[src/rtl/i2c_ptr_regif_pkg.sv]
// Shared types and helpers for the I2C pointer register interface.
// Assumes: byte-wide registers, a pointer held in the low command bits.
package i2c_ptr_regif_pkg;

    localparam int BYTE_W = 8;

    // Transfer phases of the serial controller
    typedef enum logic [3:0] {
        ST_IDLE,
        ST_ADDR,
        ST_CMD,
        ST_WDATA,
        ST_ACK,
        ST_RDATA,
        ST_RACK,
        ST_RNEXT,
        ST_SKIP
    } xfer_state_t;

    // Command byte check: only pointer bits and the increment flag may be set,
    // and the pointer must name an existing register.
    function automatic logic cmd_is_valid(input logic [BYTE_W-1:0] b,
                                          input int ptr_w,
                                          input int ai_bit,
                                          input int nregs);
        int p;
        p = 0;
        for (int i = 0; i < BYTE_W; i++) begin
            if (i < ptr_w) begin
                if (b[i]) p = p + (1 << i);
            end else if (i != ai_bit && b[i]) begin
                return 1'b0;
            end
        end
        return (p < nregs);
    endfunction

endpackage

[src/rtl/i2c_ptr_regif_lines.sv]
// Bus condition detector.
// Compares the current SCL/SDA samples with the previous ones and reports
// clock edges, START and STOP as single-cycle pulses.
// Assumes inputs are already synchronised to clk and glitch free.
module i2c_ptr_regif_lines (
    input  logic clk,
    input  logic rst_n,
    input  logic scl_i,
    input  logic sda_i,
    output logic scl_rise,
    output logic scl_fall,
    output logic start_det,
    output logic stop_det
);

    logic scl_q;
    logic sda_q;

    // Remember the previous line levels; idle bus is high.
    always_ff @(posedge clk) begin
        if (!rst_n) begin
            scl_q <= 1'b1;
            sda_q <= 1'b1;
        end else begin
            scl_q <= scl_i;
            sda_q <= sda_i;
        end
    end

    // Decode edges and SDA transitions while SCL stays high.
    always_comb begin
        scl_rise  = scl_i & ~scl_q;
        scl_fall  = ~scl_i & scl_q;
        start_det = scl_i & scl_q & sda_q & ~sda_i;
        stop_det  = scl_i & scl_q & ~sda_q & sda_i;
    end

endmodule

[src/rtl/i2c_ptr_regif_ptr.sv]
// Command register: holds the register pointer and auto-increment flag.
// Loads from an accepted command byte. Advances with wrap on the read path
// and with saturation on the write path, only while the flag is set.
// Assumes load and advance requests never coincide.
module i2c_ptr_regif_ptr #(
    parameter int PTR_W    = 2,
    parameter int NUM_REGS = 3
) (
    input  logic             clk,
    input  logic             rst_n,
    input  logic             load,
    input  logic [PTR_W-1:0] load_ptr,
    input  logic             load_ai,
    input  logic             adv_rd,
    input  logic             adv_wr,
    output logic [PTR_W-1:0] ptr
);

    localparam logic [PTR_W-1:0] LAST_IDX = PTR_W'(NUM_REGS - 1);

    logic [PTR_W-1:0] ptr_q;
    logic             ai_q;

    // Pointer and flag update: load, read wrap, write saturation.
    always_ff @(posedge clk) begin
        if (!rst_n) begin
            ptr_q <= '0;
            ai_q  <= 1'b0;
        end else if (load) begin
            ptr_q <= load_ptr;
            ai_q  <= load_ai;
        end else if (ai_q && adv_rd) begin
            ptr_q <= (ptr_q == LAST_IDX) ? '0 : ptr_q + 1'b1;
        end else if (ai_q && adv_wr && ptr_q != LAST_IDX) begin
            ptr_q <= ptr_q + 1'b1;
        end
    end

    assign ptr = ptr_q;

endmodule

[src/rtl/i2c_ptr_regif_xfer.sv]
// Serial transfer controller.
// Shifts bytes in on SCL rising edges, decides ACK/NACK at the eighth bit,
// drives acknowledge and read data on SCL falling edges, and issues
// command-load, write and read-advance pulses one cycle after each decision.
// Assumes each SCL phase lasts at least two clk cycles.
module i2c_ptr_regif_xfer
    import i2c_ptr_regif_pkg::*;
#(
    parameter int         STRAP_W   = 4,
    parameter logic [6:0] ADDR_BASE = 7'h70,
    parameter int         PTR_W     = 2,
    parameter int         NUM_REGS  = 3,
    parameter int         RO_IDX    = 2,
    parameter int         AI_BIT    = 4
) (
    input  logic               clk,
    input  logic               rst_n,
    input  logic               sda_i,
    input  logic               scl_rise,
    input  logic               scl_fall,
    input  logic               start_det,
    input  logic               stop_det,
    input  logic [STRAP_W-1:0] strap,
    input  logic [PTR_W-1:0]   ptr,
    input  logic [BYTE_W-1:0]  rdata,
    output logic               sda_oe,
    output logic               we,
    output logic [BYTE_W-1:0]  wdata,
    output logic               cmd_load,
    output logic [PTR_W-1:0]   cmd_ptr,
    output logic               cmd_ai,
    output logic               adv_rd
);

    localparam logic [6:0]       BASE_MASK = 7'h7F << STRAP_W;
    localparam logic [PTR_W-1:0] RO_PTR    = PTR_W'(RO_IDX);
    localparam int               CNT_W     = $clog2(BYTE_W + 1);
    localparam logic [CNT_W-1:0] LAST_BIT  = CNT_W'(BYTE_W - 1);
    localparam logic [CNT_W-1:0] FULL_CNT  = CNT_W'(BYTE_W);

    xfer_state_t       state_q;
    xfer_state_t       next_q;
    logic [CNT_W-1:0]  bit_cnt_q;
    logic [BYTE_W-1:0] shreg_q;
    logic              ack_phase_q;
    logic              sda_oe_q;
    logic              we_q;
    logic [BYTE_W-1:0] wdata_q;
    logic              cmd_load_q;
    logic [PTR_W-1:0]  cmd_ptr_q;
    logic              cmd_ai_q;
    logic              adv_rd_q;

    logic [BYTE_W-1:0] rx_byte;
    logic [6:0]        own_addr;
    logic              addr_hit;
    logic              cmd_ok;

    // Byte assembled with the bit arriving now, and acceptance tests on it.
    always_comb begin
        rx_byte  = {shreg_q[BYTE_W-2:0], sda_i};
        own_addr = (ADDR_BASE & BASE_MASK) | 7'(strap);
        addr_hit = (rx_byte[BYTE_W-1:1] == own_addr);
        cmd_ok   = cmd_is_valid(rx_byte, PTR_W, AI_BIT, NUM_REGS);
    end

    // Transfer sequencing, SDA drive and register-bus pulses.
    always_ff @(posedge clk) begin
        if (!rst_n) begin
            state_q     <= ST_IDLE;
            next_q      <= ST_IDLE;
            bit_cnt_q   <= '0;
            shreg_q     <= '0;
            ack_phase_q <= 1'b0;
            sda_oe_q    <= 1'b0;
            we_q        <= 1'b0;
            wdata_q     <= '0;
            cmd_load_q  <= 1'b0;
            cmd_ptr_q   <= '0;
            cmd_ai_q    <= 1'b0;
            adv_rd_q    <= 1'b0;
        end else begin
            we_q       <= 1'b0;
            cmd_load_q <= 1'b0;
            adv_rd_q   <= 1'b0;
            if (start_det) begin
                state_q     <= ST_ADDR;
                bit_cnt_q   <= '0;
                ack_phase_q <= 1'b0;
                sda_oe_q    <= 1'b0;
            end else if (stop_det) begin
                state_q  <= ST_IDLE;
                sda_oe_q <= 1'b0;
            end else begin
                case (state_q)
                    ST_ADDR, ST_CMD, ST_WDATA: begin
                        if (scl_rise) begin
                            shreg_q   <= rx_byte;
                            bit_cnt_q <= bit_cnt_q + 1'b1;
                            if (bit_cnt_q == LAST_BIT) begin
                                bit_cnt_q   <= '0;
                                ack_phase_q <= 1'b0;
                                state_q     <= ST_SKIP;
                                if (state_q == ST_ADDR && addr_hit) begin
                                    state_q <= ST_ACK;
                                    next_q  <= rx_byte[0] ? ST_RDATA : ST_CMD;
                                end else if (state_q == ST_CMD && cmd_ok) begin
                                    state_q    <= ST_ACK;
                                    next_q     <= ST_WDATA;
                                    cmd_load_q <= 1'b1;
                                    cmd_ptr_q  <= rx_byte[PTR_W-1:0];
                                    cmd_ai_q   <= rx_byte[AI_BIT];
                                end else if (state_q == ST_WDATA && ptr != RO_PTR) begin
                                    state_q <= ST_ACK;
                                    next_q  <= ST_WDATA;
                                    we_q    <= 1'b1;
                                    wdata_q <= rx_byte;
                                end
                            end
                        end
                    end
                    ST_ACK: begin
                        if (scl_fall) begin
                            if (!ack_phase_q) begin
                                sda_oe_q    <= 1'b1;
                                ack_phase_q <= 1'b1;
                            end else begin
                                ack_phase_q <= 1'b0;
                                bit_cnt_q   <= '0;
                                state_q     <= next_q;
                                if (next_q == ST_RDATA) begin
                                    shreg_q  <= rdata;
                                    sda_oe_q <= ~rdata[BYTE_W-1];
                                end else begin
                                    sda_oe_q <= 1'b0;
                                end
                            end
                        end
                    end
                    ST_RDATA: begin
                        if (scl_rise) begin
                            bit_cnt_q <= bit_cnt_q + 1'b1;
                        end else if (scl_fall) begin
                            if (bit_cnt_q == FULL_CNT) begin
                                sda_oe_q  <= 1'b0;
                                bit_cnt_q <= '0;
                                state_q   <= ST_RACK;
                            end else begin
                                shreg_q  <= {shreg_q[BYTE_W-2:0], 1'b0};
                                sda_oe_q <= ~shreg_q[BYTE_W-2];
                            end
                        end
                    end
                    ST_RACK: begin
                        if (scl_rise) begin
                            adv_rd_q <= 1'b1;
                            state_q  <= sda_i ? ST_SKIP : ST_RNEXT;
                        end
                    end
                    ST_RNEXT: begin
                        if (scl_fall) begin
                            shreg_q   <= rdata;
                            sda_oe_q  <= ~rdata[BYTE_W-1];
                            bit_cnt_q <= '0;
                            state_q   <= ST_RDATA;
                        end
                    end
                    default: begin
                        sda_oe_q <= 1'b0;
                    end
                endcase
            end
        end
    end

    assign sda_oe   = sda_oe_q;
    assign we       = we_q;
    assign wdata    = wdata_q;
    assign cmd_load = cmd_load_q;
    assign cmd_ptr  = cmd_ptr_q;
    assign cmd_ai   = cmd_ai_q;
    assign adv_rd   = adv_rd_q;

endmodule

[src/rtl/i2c_ptr_regif.sv]
// Top of the I2C pointer register interface.
// Connects the line detector, transfer controller and command register,
// and exposes the pointer as the register-bus address.
// Assumes SCL/SDA are synchronised and registers answer combinationally.
module i2c_ptr_regif
    import i2c_ptr_regif_pkg::*;
#(
    parameter int         STRAP_W   = 4,
    parameter logic [6:0] ADDR_BASE = 7'h70,
    parameter int         PTR_W     = 2,
    parameter int         NUM_REGS  = 3,
    parameter int         RO_IDX    = 2,
    parameter int         AI_BIT    = 4
) (
    input  logic               clk,
    input  logic               rst_n,
    input  logic               scl_i,
    input  logic               sda_i,
    output logic               sda_oe,
    input  logic [STRAP_W-1:0] strap_i,
    output logic [PTR_W-1:0]   reg_addr,
    output logic [BYTE_W-1:0]  reg_wdata,
    output logic               reg_we,
    input  logic [BYTE_W-1:0]  reg_rdata
);

    logic             scl_rise;
    logic             scl_fall;
    logic             start_det;
    logic             stop_det;
    logic             cmd_load;
    logic [PTR_W-1:0] cmd_ptr;
    logic             cmd_ai;
    logic             adv_rd;
    logic [PTR_W-1:0] ptr;

    i2c_ptr_regif_lines u_lines (
        .clk       (clk),
        .rst_n     (rst_n),
        .scl_i     (scl_i),
        .sda_i     (sda_i),
        .scl_rise  (scl_rise),
        .scl_fall  (scl_fall),
        .start_det (start_det),
        .stop_det  (stop_det)
    );

    i2c_ptr_regif_xfer #(
        .STRAP_W   (STRAP_W),
        .ADDR_BASE (ADDR_BASE),
        .PTR_W     (PTR_W),
        .NUM_REGS  (NUM_REGS),
        .RO_IDX    (RO_IDX),
        .AI_BIT    (AI_BIT)
    ) u_xfer (
        .clk       (clk),
        .rst_n     (rst_n),
        .sda_i     (sda_i),
        .scl_rise  (scl_rise),
        .scl_fall  (scl_fall),
        .start_det (start_det),
        .stop_det  (stop_det),
        .strap     (strap_i),
        .ptr       (ptr),
        .rdata     (reg_rdata),
        .sda_oe    (sda_oe),
        .we        (reg_we),
        .wdata     (reg_wdata),
        .cmd_load  (cmd_load),
        .cmd_ptr   (cmd_ptr),
        .cmd_ai    (cmd_ai),
        .adv_rd    (adv_rd)
    );

    // Write advance is taken from the strobe so the address holds during it.
    i2c_ptr_regif_ptr #(
        .PTR_W    (PTR_W),
        .NUM_REGS (NUM_REGS)
    ) u_ptr (
        .clk      (clk),
        .rst_n    (rst_n),
        .load     (cmd_load),
        .load_ptr (cmd_ptr),
        .load_ai  (cmd_ai),
        .adv_rd   (adv_rd),
        .adv_wr   (reg_we),
        .ptr      (ptr)
    );

    assign reg_addr = ptr;

endmodule

[config.mk]
export PLATFORM = sky130hd
export DESIGN_NAME = i2c_ptr_regif
export DESIGN_NICKNAME = d
export VERILOG_FILES = /design/src/rtl/i2c_ptr_regif_pkg.sv /design/src/rtl/i2c_ptr_regif_lines.sv /design/src/rtl/i2c_ptr_regif_ptr.sv /design/src/rtl/i2c_ptr_regif_xfer.sv /design/src/rtl/i2c_ptr_regif.sv
export SDC_FILE = /design/constraint.sdc
export NUM_CORES = 1
export LEC_CHECK = 0
export BUFFER_PORTS_ARGS = -buffer_cell sky130_fd_sc_hd__buf_2
export CELL_PAD_IN_SITES_DETAIL_PLACEMENT = 1
export CELL_PAD_IN_SITES_GLOBAL_PLACEMENT = 1
export CORE_MARGIN = 3
export CORE_UTILIZATION = 25
export DETAILED_ROUTE_END_ITERATION = 10
export PLACE_DENSITY = 0.56
export SKIP_LAST_GASP = 1
export SLEW_MARGIN = 10
export SYNTH_ARGS = -nofsm -noshare
export SYNTH_HDL_FRONTEND = slang
export SYNTH_SLANG_ARGS = --single-unit
[constraint.sdc]
create_clock -name clk -period 2.6 [get_ports clk]
set_clock_uncertainty 0.1 [all_clocks]
set_input_delay 0.39 -clock clk [delete_from_list [all_inputs] [get_ports clk]]
set_output_delay 0.39 -clock clk [all_outputs]
set_load 0.01 [all_outputs]
# Yosys cells after proc, flatten, opt, wreduce, memory -nomap -nowiden
# Cells that the tools add are included.
# totals
out_inout_bits	12
register_bits	40
wordCells	195
# op_classes
mux	88
add_sub_neg	3
eq_ne	35
n_lt_le_gt_ge	1
bitwise_logic	23
n_reduce_logical	28
# ops
cell	n
$mux W4	24
$mux W7	8
$mux W1	45
$add A32 B3 Y32 const B	1
$lt A32 B3 Y1 const B	1
$mux W32	1
$pmux W7 S4	1
$eq A4 B3 Y1 const B	6
$ne A4 B4 Y1 const B	6
$pmux W4 S5	1
$reduce_and A10 Y1	2
$ne A2 B2 Y1 const B	8
$not A1 Y1	16
$pmux W4 S4	1
$reduce_and A8 Y1	2
$ne A4 B3 Y1 const B	3
$reduce_and A11 Y1	1
$reduce_and A5 Y1	2
$eq A4 B2 Y1 const B	2
$mux W2	4
$ne A2 B1 Y1 const B	4
$reduce_or A4 Y1	2
$reduce_or A8 Y1	1
$and A1 B1 Y1	7
22 further kinds	29

# Logic depth before layout (Yosys ltp)
# Gate-level depths: netlist (run 1).
# depth
word_depth	20
mapped_depth	9
ltp_nobuf	7

# Cells and area by module
# Synthesis (run 1) repeated with hierarchy kept, for this count alone.
# hier_totals
cells_unflattened	265
area_unflattened_um2	2289.7
# modules_own_cells
module	cells_each	instances	area_per_inst_um2
i2c_ptr_regif_xfer	235	1	2009.4
i2c_ptr_regif_ptr	22	1	195.2
i2c_ptr_regif_lines	8	1	85.1

# Worst setup path before layout (run 1)
# No wires, ideal clock.
# synth_timing
path_type	input to register
start	input port scl_i
end	register u_xfer.state_q[3]
setup_ns	0.120
path_stages	7
arrival_time_ns	2.016
t_required_ns	2.380
setup_slack_ns	0.365
cell_sequence	ha_1 -> clkbuf_1 -> and3b_1 -> a221o_1 -> a2111oi_4 -> o21ai_1 -> nor3b_2
# synth_between
elab_chain_len	4
word_cells_on_any_way	16
classes_between	6 x eq/ne; 8 x bitwise; 2 x reduce/logical
# synth_lines
item	line_no	text
from (decl)	i2c_ptr_regif.sv:17	input logic scl_i,
$not A1 Y1 / $and A1 B1 Y1 (equally long branches)	i2c_ptr_regif_lines.sv:33, i2c_ptr_regif_lines.sv:34, i2c_ptr_regif_lines.sv:35	
$and A1 B1 Y1, on equally long branches	i2c_ptr_regif_lines.sv:33, i2c_ptr_regif_lines.sv:34, i2c_ptr_regif_lines.sv:35	
$ne A2 B2 Y1 (no line), or another cell as far along	n/a	
$reduce_and A10 Y1 (no line) / $reduce_or A3 Y1 (equally long branches)	n/a	
to (signal assigned)	i2c_ptr_regif_xfer.sv:130	state_q <= next_q;
to (signal assigned)	i2c_ptr_regif_xfer.sv:157	state_q <= sda_i ? ST_SKIP : ST_RNEXT;
to (decl)	i2c_ptr_regif_xfer.sv:41	xfer_state_t state_q;
# Several ways; a longest one is shown, not always the timed one.
# A chain may end at the register's enable or synchronous reset.

# Worst setup path after layout (run 1)
# layout_timing
start	register u_xfer.bit_cnt_q[0]
end	register u_xfer.shreg_q[3]
# layout_between
elab_chain_len	3
# layout_lines
item	line_no	text
from (decl)	i2c_ptr_regif_xfer.sv:43	logic [CNT_W-1:0] bit_cnt_q;
from (signal assigned)	i2c_ptr_regif_xfer.sv:99	bit_cnt_q <= bit_cnt_q + 1'b1;
from (signal assigned)	i2c_ptr_regif_xfer.sv:142	bit_cnt_q <= bit_cnt_q + 1'b1;
$eq A4 B4 Y1	i2c_ptr_regif_xfer.sv:144	if (bit_cnt_q == FULL_CNT) begin
$ne A2 B2 Y1 (no line)	n/a	
$reduce_and A11 Y1 (no line)	n/a	
to (signal assigned)	i2c_ptr_regif_xfer.sv:132	shreg_q <= rdata;
to (signal assigned)	i2c_ptr_regif_xfer.sv:149	shreg_q <= {shreg_q[BYTE_W-2:0], 1'b0};
to (signal assigned)	i2c_ptr_regif_xfer.sv:162	shreg_q <= rdata;
to (decl)	i2c_ptr_regif_xfer.sv:44	logic [BYTE_W-1:0] shreg_q;
# No other way between the ends.

==> metrics.md, run 1 <==
| Metric | Value |
|---|---|
| Core area | a little under 9000 um^2 |
| Core Rows | 34 |
| Number of global-route vias before repair | around 2200 |
| Final max-slew violation count | 0 |
| Max Fclk | ~0.43 GHz |
| Avg Cell Area, Syn | around 8.4 um^2 |
| Seq cells post-synth | 39 |
| Synth Area in Adders | under 10% |
| Area leader, netlist | dfxtp_1 |
| Layout cells sized above 1 | between 20% and 30% |
| YS warnings | 0 |
| H-tree depth | 2 |
| Worst Tran Pin Value | 0.8107 ns |
| NumNets Final | ~330 |
| Vias per cell | about 5 |
| Die ar. | about 10000 um^2 |
| Initial Util | 25.94% |
| Compound-gate portion of the synthesized area | 22.51% |
| Non-filler cells, final | 416 |
| Clock slew at reported path FFs | 0.09 ns |
| # DRC | 0 |
| Clock Tree Root | clkbuf_8 |
| Multi-input logic area | about 1400 um^2 |
| Final min period | 2.318 ns |
| Final Hold Viols | 0 |
| Number of synthesized flops with an enable pin | 0 |
| Worst-path fanout max | 13 |
| Hold Path Sink | u_lines.scl_q |
| Die W | about 100 um |
| Sequential cell area | 780.7 um^2 |
| Hold-fix buffers, CTS | 0 |
| Critical path launch point | u_xfer.bit_cnt_q[0] |
| Post-synthesis xor/xnor area fraction | 1.917% |
| Max IR drop VDD | 0.2249 mV |
| GRT overflow | 0 |
| HP Class | in -> reg |
| Critical Path, Cell by Cell | inv_1 > ha_1 > and3b_1 > a222oi_1 > a21boi_1 > buf_4 > a21oi_1 > a311oi_1 |
| Simple-Gate Fraction of Synth Area | 24.32% |
| CP arrival | around 2.4 ns |
| R2R cell count | 8 |
| Final core utilization | roughly 31% |
| Die Ht | around 100 um |
| Largest net degree at the start of global routing | 20 |
| # placed instances | around 410 |
| Area contributors post-synth | dfxtp_1 34%, mux2i_1 9.2%, nor2_1 4.6%, a21oi_1 4.2%, o21ai_0 3.7% |
| Library cells used by synthesis | 57 |
| Clock buffer depth | 2 |
| Routed Antenna Nets | 0 |
| Via count | ~2100 |
| PortBufs | 27 |
| Worst path slowest cell | a222oi_1 |
| Setup TNS | 0 ns |
| Sequential share of the synthesized area | about a third |
| Post-synthesis mux area share | 9.200% |
| Max-Cap Viols | 0 |
| Diodes inserted | 0 |
| WS Path Type | reg -> reg |
| I/O pin cnt | 28 |
| CTS Buf Count | 5 |
| Commonest register cell after synthesis | dfxtp_1 |
| DR WL/cell | between 15 and 20 um |
| Largest family of logic cells by synthesized area | simple AND/OR/NAND/NOR gates |
| Post-CTS Repair Setup Buffers | 0 |
| Final period util | slightly below 90% |
| Detailed Route Iter0 Violations | 80 |
| GRT Util Overall | 14.21% |
| Worst R2R Setup Slack | ~0.28 ns |
| Req. time, crit path | approximately 2.7 ns |
| Gate Count Post-Synth | around 270 |
| Fillers | roughly 1100 |
| PwrDens | ~420 nW/um^2 |
| CTS tree | yes |
| Share of the synthesized area in the top cell type | approximately 34% |
| CP endpoint kind | flop |
| R2r startpoint | u_xfer.bit_cnt_q[0] |
| Worst skew pair latency | about 0.3 ns |
| Area growth syn-to-layout | 18.13% |
| CTS Sinks | 39 |
| WL final | between 6000 and 7000 um |
| Mapped Area | around 2300 um^2 |
| Worst r2r dst | u_xfer.shreg_q[3] |
| Syn nets | just under 300 |
| Status | completed |
| CP Launch Type | flop |
| Async set-or-reset flop fraction in the synthesized netlist | 0% |
| DRT Pass-1 Iters | 4 |
| Post-cts sizing count | 0 |
| DP Wirelength | about 5200 um |
| Gpl congestion | between 0.8 and 0.9 |
| Crit-path max cell delay | about 0.4 ns |
| Hold path depth | 3 |
| Worst relative slew slack | 45.19% |
| Initial antenna violation count | 0 |
| Worst hold start | scl_i |
| RSZ-0062 raised after global routing | false |
| First-pass GRT wire length | 11530 um |
| Final setup violation count | 0 |
| Leak | roughly 1.1 nW |
## Yosys cell counts, types with 2 or more instances
master and n:
a211oi_1 2, a21o_1 3, a21oi_1 19, a221o_1 2, a22oi_1 2, a311oi_1 8
and3b_1 2, buf_2 4, buf_6 2, clkbuf_1 9, dfxtp_1 39, ha_1 5
inv_1 10, mux2i_1 21, nand2_1 17, nand2b_1 5, nand3_1 3, nand3b_1 5
nand4_1 5, nor2_1 28, nor2b_1 12, nor3_1 5, nor4_1 3, nor4b_1 2
o21a_1 2, o21ai_0 17, o221a_2 2, o22ai_1 2, o31ai_1 2, or2_2 2
or4_4 2, xnor2_1 4
## power by group
| group | leakage, nW | switching (W) | internal, W |
|---|---|---|---|
| clock network | 0.0408 | 0.000255 | 0.000192 |
| logic | 0.787 | 0.0000473 | 0.0000316 |
| registers | 0.315 | 0.00000410 | 0.000600 |
| total | 1.14 | 0.000307 | 0.000823 |
## critical path, delay by kind of cell, from the launching register on
kind / cells / cell delay (ns)
and+or+nand+nor: 1 / 0.22
AOI/OAI and AO/OA: 4 / 1.02
adders and majority gates: 1 / 0.21
DFF: 1 / 0.39
buffers and inverters: 2 / 0.31
## metal layers
layer  GRT usage [%]  wire length (um)  vias up
met5               0                 0        -
met4           3.374                92        0
met3           2.961               219        8
met2           23.54              3272       31
met1           18.92              3178     1022
li1                -                 -     1060
## worst max path at each step
stage | end | slack (ns)
3_3_place_gp | u_xfer.state_q[3] | 0.30
4_1_cts | u_xfer.shreg_q[3] | 0.27
2_1_floorplan | u_xfer.state_q[3] | 0.36
6_report | u_xfer.shreg_q[3] | 0.28
3_5_place_dp | u_xfer.state_q[3] | 0.24
5_1_grt | u_xfer.shreg_q[3] | 0.11
## layout make-up
type	instances	share of cell area (%)
tap	108	5.007
inverter	11	1.530
multi-input combinational	206	51.37
clock inverter	3	0.8809
sequential	39	28.93
clock buffer	5	2.550
timing repair buffer	44	9.736
## state kept, by name (all words and copies together), names as in the netlist, 2 cells and up
signal	count
u_ptr.ptr	2
u_xfer.bit_cnt_q	4
u_xfer.cmd_ptr	2
u_xfer.next_q	3
u_xfer.shreg_q	7
u_xfer.state_q	4
u_xfer.wdata	8
## cells in the final DEF (no fill, tap or decap), types with 2 or more instances in the layout
| master | count |
|---|---|
| xnor2_1 | 4 |
| dfxtp_1 | 39 |
| a22oi_1 | 2 |
| or4_4 | 2 |
| inv_1 | 10 |
| a211oi_1 | 2 |
| a311oi_1 | 8 |
| o21a_1 | 2 |
| nor4_1 | 3 |
| nor2b_1 | 12 |
| o21ai_0 | 17 |
| nor2_1 | 28 |
| clkinvlp_4 | 2 |
| nand4_1 | 5 |
| and3b_1 | 2 |
| nor4b_1 | 2 |
| ha_1 | 5 |
| nor3_1 | 5 |
| nand2_1 | 17 |
| a21o_1 | 3 |
| nand3_1 | 3 |
| or2_2 | 2 |
| o22ai_1 | 2 |
| mux2i_1 | 21 |
| buf_4 | 17 |
| buf_2 | 27 |
| clkbuf_8 | 5 |
| a221o_1 | 2 |
| a21oi_1 | 19 |
| nand2b_1 | 5 |
| nand3b_1 | 5 |
| o221a_2 | 2 |
| o31ai_1 | 2 |
## cell families (layout without fill, tap and decap cells)
logic type,count (synthesis),count (layout)
AOI/OAI and AO/OA,74,74
xor gates and xnor gates,5,5
adders and majority gates,5,5
buffers and inverters,26,63
DFF,39,39
muxes,21,21
and+or+nand+nor,101,101
## stage by stage
step	setup slack, ns	area [um^2]	power (W)	hold slack, ns
2_1_floorplan	0.3646	2285	0.0006616	0.3622
3_3_place_gp	0.3005	2606	0.0006971	0.3740
3_5_place_dp	0.2429	2606	0.0006972	0.3849
4_1_cts	0.2732	2699	0.001145	0.2403
5_1_grt	0.1146	2699	0.001191	0.2664
6_report	0.2815	2699	0.001130	0.2351
(Power assumes the default switching activity.)
==> inputs of run 2 (changes only) <==
--- a/config.mk
+++ b/config.mk
@@ -8,6 +8,7 @@
 export BUFFER_PORTS_ARGS = -buffer_cell sky130_fd_sc_hd__buf_2
 export CELL_PAD_IN_SITES_DETAIL_PLACEMENT = 1
 export CELL_PAD_IN_SITES_GLOBAL_PLACEMENT = 1
+export CORE_ASPECT_RATIO = 0.9
 export CORE_MARGIN = 3
 export CORE_UTILIZATION = 25
 export DETAILED_ROUTE_END_ITERATION = 10
==> constraint.sdc (replaced) <==
create_clock -name clk -period 2.4 [get_ports clk]
set_clock_uncertainty 0.1 [all_clocks]
set_input_delay 0.36 -clock clk [delete_from_list [all_inputs] [get_ports clk]]
set_output_delay 0.36 -clock clk [all_outputs]
set_load 0.01 [all_outputs]
==> run 2 against run 1 <==
  * Count of clock-buffer cells in the layout stayed put
  * Via count is 4.1% higher
  * Non-clock buffer count is 18 higher
  * Critical endpoint is now u_xfer.shreg_q[2]
  * Largest cell class unchanged
  * Critical path type unchanged
  * Final area is 5.8% higher
  * Flip-flop and latch count stayed put
  * Sequential power is 7.9% higher
  * Die area hardly changed
  * Largest power group unchanged
  * Sequential share of layout area is 1.6 points lower
==> metrics.md, run 2 (synthesis gave the netlist of run 1 again) <==
| Metric | Value |
|---|---|
| Layout cells sized above 1 | 24.85% (+4.7 points) |
| Hold-fix buffers, CTS | 0 (unchanged) |
| Max IR drop VDD | 0.1583 mV (-30%) |
| HP Class | in -> reg |
| Via count | 2207 (+4.1%) |
| Final max-slew violation count | 0 (unchanged) |
| # placed instances | 436 (+6.9%) |
| Status | completed |
| Switching share of power | 26.82% (-0.31 points) |
| I/O pin cnt | 28 (unchanged) |
| CP arrival | 2.32 ns (-0.11 ns) |
| Worst skew pair latency | 0.31 ns (about the same) |
| PwrDens | 430.1 nW/um^2 (+2.7%) |
| Setup TNS | 0 ns (unchanged) |
| Max-Cap Viols | 0 (unchanged) |
| P_int | 0.0008987 W (+9.1%) |
| Commonest non-fill, non-tap cell in the layout | dfxtp_1 |
| Clock network fraction of total power | 38.4% (-1.2 points) |
| First-pass GRT wire length | 11810 um (+2.4%) |
| GRT overflow | 0 (unchanged) |
| Routed Antenna Nets | 0 (unchanged) |
| Largest register FFs | 8 (unchanged) |
| DRT Pass-1 Iters | 4 (unchanged) |
| Worst R2R Setup Slack | 0.19 ns (-0.09 ns) |
| Gate power share | 8.4% (+1.4 points) |
| Diodes inserted | 0 (unchanged) |
| CP Launch Type | flop |
| Core area | 8728 um^2 (-0.88%) |
| Initial antenna violation count | 0 (unchanged) |
| Non-filler cells, final | 445 (+7.0%) |
| Worst Tran Pin Value | 0.5125 ns (-0.2982 ns) |
| CTS tree | yes |
| Max Fclk | 0.4530 GHz (+5.0%) |
| Die ar. | 10320 um^2 (about the same) |
| Req. time, crit path | 2.51 ns (-0.20 ns) |
| GRT Util Overall | 14.19% (-0.018 points) |
| Commonest cells after routing, fill and taps aside | 39 x dfxtp_1, 35 x buf_4, 28 x nor2_1, 27 x buf_2, 21 x mux2i_1 |
| Die Ht | 96.69 um (-4.8%) |
| H-tree depth | 2 (unchanged) |
| DP Wirelength | 5441 um (+4.9%) |
| Worst-path fanout max | 13 (unchanged) |
| WHS | 0.2687 ns (+0.03358 ns) |
| Largest net degree at the start of global routing | 20 (unchanged) |
| Final period util | 91.98% (+2.8 points) |
| Final Total Pwr | 0.001228 W (+8.7%) |
| Initial Util | 26.18% (+0.23 points) |
| Area growth syn-to-layout | 24.97% |
| NumNets Final | 346 (+5.5%) |
| CTS Sinks | 39 (unchanged) |
| Final core utilization | 32.71% (+2.1 points) |
| Vias per cell | 4.960 (-2.7%) |
| Final Hold Viols | 0 (unchanged) |
| Detailed Route Iter0 Violations | 107 (+34%) |
| WL final | 7109 um (+5.1%) |
| RSZ-0062 raised after global routing | true |
| Final setup violation count | 0 (unchanged) |
| Worst relative slew slack | 65.48% (+20 points) |
| Final min period | 2.207 ns (-0.1110 ns) |
| CP endpoint kind | flop |
| DR WL/cell | 15.98 um (-1.7%) |
| CTS Buf Count | 5 (unchanged) |
| WS Path Type | reg -> reg |
| Gpl congestion | 0.8663 (+8.2%) |
| Core Rows | 32 (-5.9%) |
| # DRC | 0 (unchanged) |
| Sequential power share | 53.1% (-0.3 points) |
| Leak | 1.243 nW (+8.8%) |
| PortBufs | 27 (unchanged) |
| Die W | 106.8 um (+5.1%) |
| Switching power | 0.0003294 W (+7.4%) |
| Clock Tree Root | clkbuf_8 |
| Number of global-route vias before repair | 2238 (+2.6%) |
| Clock slew at reported path FFs | 0.09 ns (about the same) |
| Clock buffer depth | 2 (unchanged) |
==> run 2: changes by cell type in the layout (fill, tap and decap cells not counted) <==
cell / change
a21boi_4: +1
buf_4: +18
clkinv_2: +1
inv_6: -1
a21boi_1: -1
==> run 2: stage by stage <==
step | cell area (um^2) | setup WS [ns]
6_report | 2855 | 0.1926
5_1_grt | 2855 | -0.01133
4_1_cts | 2840 | 0.03084
3_5_place_dp | 2748 | -0.2314
3_3_place_gp | 2748 | -0.1447
2_1_floorplan | 2285 | 0.1946
==> run 2: cell type report <==
type                    count  area (um^2)
flip-flops and latches     39        780.7
clock inverters             3        20.02
fillers                  1111         5873
inverters                  11        41.29
clock buffers               5        68.82
multi-input cells         206         1398
well taps                 119        148.9
repair buffers             62        397.9
==> run 2: power by group through the flow <==
stage,Sequential [W],Combinational [W],Clock (W)
final,0.000652,0.000104,0.000472
after CTS,0.000653,0.000104,0.000492
after global routing,0.000653,0.000115,0.000520
after global placement,0.000668,0.000102,0
after detailed placement,0.000668,0.000103,0
after floorplan,0.000667,0.0000495,0
==> run 2: worst max-delay path: stages (launching register included) <==
cell and delay, ns:
dfxtp_1 0.34, inv_1 0.06, ha_1 0.19, and3b_1 0.20, a222oi_1 0.28, buf_4 0.17, a21boi_4 0.38, a21oi_1 0.13
a311oi_1 0.26
==> run 2: routing by layer <==
metal | vias up | wire length [um] | track usage, %
met3 | 6 | 211 | 2.535
met5 | - | 0 | 0
met2 | 30 | 3261 | 22.27
met4 | 0 | 69 | 3.441
li1 | 1097 | - | -
met1 | 1074 | 3565 | 20.12
==> run 2: worst paths after layout <==
| check | from | to | depth (start not counted) |
|---|---|---|---|
| max | u_xfer.bit_cnt_q[0] | u_xfer.shreg_q[2] | 8 |
| min reg2reg | u_xfer.wdata[2] | u_xfer.wdata[2] | 2 |
| min | scl_i | u_lines.scl_q | 4 |
| max reg2reg | u_xfer.bit_cnt_q[0] | u_xfer.shreg_q[2] | 8 |
==> run 2: timing repair <==
item                                    4_1_cts  5_1_grt
buffers inserted                              0        1
endpoints found under the setup margin        9       11
resized for setup                             1        1
pin swaps                                     1        1
